File: src/rtl/fft8_pkg.sv
package fft8_pkg;
    localparam int NPT     = 8;
    localparam int NSTG    = 3;
    localparam int GROW    = 2;
    localparam int TW_W    = 16;
    localparam int TW_FRAC = 14;
    localparam int C45_I   = int'(real'(1 << TW_FRAC) * 0.7071067811865476);
    localparam logic signed [TW_W-1:0] C45 = TW_W'(C45_I);

    // rotation by W8^k for k = 0..3
    typedef enum logic [1:0] {TW_ONE, TW_P45, TW_NJ, TW_P135} tw_kind_e;

    function automatic int bitrev(input int i);
        int r;
        r = 0;
        for (int b = 0; b < NSTG; b++)
            if (((i >> b) & 1) != 0) r = r | (1 << (NSTG - 1 - b));
        return r;
    endfunction

    function automatic tw_kind_e tw_of(input int k);
        return tw_kind_e'(k[1:0]);
    endfunction
endpackage

File: src/rtl/fft8_twiddle.sv
module fft8_twiddle
    import fft8_pkg::*;
#(
    parameter int       W    = 8,
    parameter tw_kind_e KIND = TW_ONE
) (
    input  logic signed [W-1:0] b_re,
    input  logic signed [W-1:0] b_im,
    output logic signed [W:0]   r_re,
    output logic signed [W:0]   r_im
);
    localparam int PW = W + 1 + TW_W;

    logic signed [W:0] re_x;
    logic signed [W:0] im_x;
    assign re_x = {b_re[W-1], b_re};
    assign im_x = {b_im[W-1], b_im};

    generate
        if (KIND == TW_ONE) begin : g_one
            assign r_re = re_x;
            assign r_im = im_x;
        end else if (KIND == TW_NJ) begin : g_nj
            assign r_re = im_x;
            assign r_im = -re_x;
        end else begin : g_diag
            logic signed [W:0]    s_sum;
            logic signed [W:0]    s_dif;
            logic signed [PW-1:0] p_re;
            logic signed [PW-1:0] p_im;
            logic                 unused_bits;
            assign s_sum = re_x + im_x;
            assign s_dif = im_x - re_x;
            if (KIND == TW_P45) begin : g_p45
                assign p_re = PW'(s_sum) * PW'(C45);
                assign p_im = PW'(s_dif) * PW'(C45);
            end else begin : g_p135
                assign p_re = PW'(s_dif) * PW'(C45);
                assign p_im = -(PW'(s_sum) * PW'(C45));
            end
            // dropping the low fraction bits floors the product
            assign r_re = p_re[TW_FRAC +: W+1];
            assign r_im = p_im[TW_FRAC +: W+1];
            assign unused_bits = ^{p_re[PW-1:TW_FRAC+W+1], p_re[TW_FRAC-1:0],
                                   p_im[PW-1:TW_FRAC+W+1], p_im[TW_FRAC-1:0]};
        end
    endgenerate
endmodule

File: src/rtl/fft8_bfly.sv
module fft8_bfly #(
    parameter int W = 9
) (
    input  logic signed [W-1:0] a_re,
    input  logic signed [W-1:0] a_im,
    input  logic signed [W-1:0] b_re,
    input  logic signed [W-1:0] b_im,
    output logic signed [W:0]   s_re,
    output logic signed [W:0]   s_im,
    output logic signed [W:0]   d_re,
    output logic signed [W:0]   d_im
);
    logic signed [W:0] ar, ai, br, bi;
    assign ar = {a_re[W-1], a_re};
    assign ai = {a_im[W-1], a_im};
    assign br = {b_re[W-1], b_re};
    assign bi = {b_im[W-1], b_im};

    assign s_re = ar + br;
    assign s_im = ai + bi;
    assign d_re = ar - br;
    assign d_im = ai - bi;
endmodule

File: src/rtl/fft8_stage.sv
module fft8_stage
    import fft8_pkg::*;
#(
    parameter int W = 8,
    parameter int S = 0
) (
    input  logic [NPT-1:0][W-1:0]      d_re,
    input  logic [NPT-1:0][W-1:0]      d_im,
    output logic [NPT-1:0][W+GROW-1:0] q_re,
    output logic [NPT-1:0][W+GROW-1:0] q_im
);
    localparam int SPAN = 1 << S;

    generate
        for (genvar b = 0; b < NPT/2; b++) begin : g_bf
            localparam int OFF = b % SPAN;
            localparam int TOP = (b / SPAN) * 2 * SPAN + OFF;
            localparam int BOT = TOP + SPAN;
            localparam int K   = OFF * (NPT / (2 * SPAN));

            logic signed [W:0] up_re, up_im, lo_re, lo_im;
            assign up_re = {d_re[TOP][W-1], d_re[TOP]};
            assign up_im = {d_im[TOP][W-1], d_im[TOP]};

            fft8_twiddle #(.W(W), .KIND(tw_of(K))) tw_i (
                .b_re (d_re[BOT]),
                .b_im (d_im[BOT]),
                .r_re (lo_re),
                .r_im (lo_im)
            );

            fft8_bfly #(.W(W+1)) bf_i (
                .a_re (up_re),
                .a_im (up_im),
                .b_re (lo_re),
                .b_im (lo_im),
                .s_re (q_re[TOP]),
                .s_im (q_im[TOP]),
                .d_re (q_re[BOT]),
                .d_im (q_im[BOT])
            );
        end
    endgenerate
endmodule

File: src/rtl/fft8_par.sv
module fft8_par
    import fft8_pkg::*;
#(
    parameter  int IN_W  = 8,
    localparam int OUT_W = IN_W + NSTG * GROW
) (
    input  logic [NPT-1:0][IN_W-1:0]  x_re,
    input  logic [NPT-1:0][IN_W-1:0]  x_im,
    output logic [NPT-1:0][OUT_W-1:0] y_re,
    output logic [NPT-1:0][OUT_W-1:0] y_im
);
    localparam int W1 = IN_W + GROW;
    localparam int W2 = W1 + GROW;

    logic [NPT-1:0][IN_W-1:0] s0_re, s0_im;
    logic [NPT-1:0][W1-1:0]   s1_re, s1_im;
    logic [NPT-1:0][W2-1:0]   s2_re, s2_im;

    generate
        for (genvar i = 0; i < NPT; i++) begin : g_perm
            assign s0_re[i] = x_re[bitrev(i)];
            assign s0_im[i] = x_im[bitrev(i)];
        end
    endgenerate

    fft8_stage #(.W(IN_W), .S(0)) st0_i (.d_re(s0_re), .d_im(s0_im), .q_re(s1_re), .q_im(s1_im));
    fft8_stage #(.W(W1),   .S(1)) st1_i (.d_re(s1_re), .d_im(s1_im), .q_re(s2_re), .q_im(s2_im));
    fft8_stage #(.W(W2),   .S(2)) st2_i (.d_re(s2_re), .d_im(s2_im), .q_re(y_re),  .q_im(y_im));
endmodule

File: config.mk
export PLATFORM = sky130hd
export DESIGN_NAME = fft8_par
export DESIGN_NICKNAME = d
export VERILOG_FILES = /design/src/rtl/fft8_pkg.sv /design/src/rtl/fft8_twiddle.sv /design/src/rtl/fft8_bfly.sv /design/src/rtl/fft8_stage.sv /design/src/rtl/fft8_par.sv
export SDC_FILE = /design/constraint.sdc
export NUM_CORES = 1
export LEC_CHECK = 0
export ABC_AREA = 1
export BUFFER_PORTS_ARGS = -buffer_cell sky130_fd_sc_hd__buf_2
export CAP_MARGIN = 30
export CELL_PAD_IN_SITES_DETAIL_PLACEMENT = 2
export CELL_PAD_IN_SITES_GLOBAL_PLACEMENT = 2
export CORE_MARGIN = 10
export CORE_UTILIZATION = 30
export DETAILED_ROUTE_END_ITERATION = 6
export MAX_ROUTING_LAYER = met4
export PLACE_DENSITY_LB_ADDON = 0.2
export REMOVE_ABC_BUFFERS = 1
export SLEW_MARGIN = 40
export SYNTH_ARGS = -nofsm -noshare
export SYNTH_HDL_FRONTEND = slang
export SYNTH_SLANG_ARGS = --single-unit
export TNS_END_PERCENT = 50
File: constraint.sdc
create_clock -name vclk -period 14.99
set_clock_uncertainty 0.05 [all_clocks]
set_input_delay 2.2485 -clock vclk [all_inputs]
set_output_delay 2.2485 -clock vclk [all_outputs]
set_load 0.005 [all_outputs]
==> reports/metrics.yaml <==
min_to: "y_re[1]"
startpoint_type: "input pin"
post_synth_inst_count: 4647
met1_length_mm: 60.03
whs_ns: 5.552
drt_first_iter_violations: 956
chipHeight_um: 352.6
remaining_drc_errors: 0
grt_overflow_total: 0
port-buffer-count: 352
io_pins: 352
slowest_delay_ns: 0.50
start_util_pct: 30.36
seq_area_frac_synth_pct: 0
fp-row-count: 121
final.period_utilization_pct: 96.19
fin_ws_ns: 0.5714
dr_wl_met3_mm: 4.006
rsz0062_at_grt: "yes"
vias_per_cell: 4.776
cp.required_ns: 12.69
grt_pass1_vias: 34300
ant_nets: 0
hold_start: "x_re[9]"
critical_path.most_common_cell: "inv_1"
crit_family: "adder cells"
drt-pass1-iter-count: 4
layout_min_cycle_time_ns: 14.42
final_core_util_pct: 34.36
core-area_um2: 109300
timing.fmax_mhz: 69.35
fin_nets: 6185
grtUsageTotal_pct: 20.26
regArea_um2: 0
grt_pass1_wl_mm: 197.1
end_kind: "primary output"
syn-cell-area_um2: 33190
grt_max_degree: 11
setup_viol: 0
postRouteWirelength_mm: 127.9
top_layer: "met4"
dpl.cell_count: 6446
antenna_found_initial: 17
seq_cell_count: 0
ys_top_cells_by_area: "ha_1, fa_1, inv_1, xor2_1, nand2_1"
worst_slew_pin_slew_ns: 0.8620
fillCellCount: 13217
outcome: "completed"
area_growth_pct: 13.17
die-area_um2: 124300
clkbuf_count: 0
synth_top_area_cell: "ha_1"
die_w_um: 352.6
worstHoldPathType: "in -> out"
maxSlewHeadroom_pct: 42.12
syn_area_per_cell_um2: 7.142
vias: 30898
gp_congestion: 0.8826
cap_violations: 0
hold_violations: 0
slowest_stage: "fa_1"
synth_top_area_share_pct: 32.65
yosysMostFrequentCell: "inv_1"
drive_above_1_share_pct: 12.94
dp_hpwl_mm: 119.5
synthDistinctLibCells: 58
arrival_ns: 12.12
wl_met2_mm: 60.84
path_buf_inv: 11
path_class: "in -> out"
synth_common_cells: "inv_1, ha_1, nand2_1"
ys_warn_count: 0
place_ws_ns: -0.1172
crit_fanout: 7
min_delay_path_depth: 5
wl_per_cell_um: 19.77
slew_viol_final: 0
fin_cells: 6469
==> how the worst max path moves through the flow <==
stage                     cells past startpoint     start         to
after floorplan                              45   x_re[8]   y_re[55]
after global placement                       51   x_re[8]  y_im[109]
after detailed placement                     53   x_re[8]  y_im[111]
after CTS                                    50   x_re[8]  y_re[110]
after global routing                         55  x_re[56]   y_im[82]
final                                        50   x_im[8]   y_re[83]
==> repair_timing <==
item,CTS,global route
gates cloned,0,0
setup buffers,0,7
setup endpoints to repair,6,73
hold buffers,0,0
resized for setup,5,149
pin swaps,0,20
==> layer usage <==
metal,vias up,GRT usage [%]
li1,15336,-
met2,365,34.74
met1,15118,25.61
met3,79,2.268
met5,-,-
met4,0,3.801
==> area by class of cell <==
class,instances,area (µm²),share of cell area (%)
antenna,16,40.04,0.1066
inverter,1113,4183,11.14
multi-input combinational,3443,29210,77.77
tap,1476,1847,4.917
timing repair buffer,421,2280,6.069
==> metrics by stage <==
step / cell area, µm² / setup TNS (ns)
2_1_floorplan: 32680 / 0
5_1_grt: 37560 / -0.8566
3_3_place_gp: 36750 / 0
4_1_cts: 36830 / 0
6_report: 37560 / 0
3_5_place_dp: 36810 / -0.2680
==> logic make-up (layout without fill, tap and decap cells) <==
group,count (synthesis),in the layout,share of synthesized area (%)
buffers and inverters,1204,1534,14.14
and+or+nand+nor,1092,1092,13.85
adders and majority gates,1078,1078,45.43
AOI/OAI and AO/OA,830,830,14.68
xor gates and xnor gates,443,443,11.89
other,0,16,0
==> placed cells by master, fill, tap and decap left out, types with 69 or more instances in the layout <==
cell	n
inv_1	1082
fa_1	211
nor2_1	212
nand2_1	606
o21ai_0	93
o21bai_1	98
buf_4	69
nand3_1	113
ha_1	831
buf_2	352
xor2_1	377
a21oi_1	409
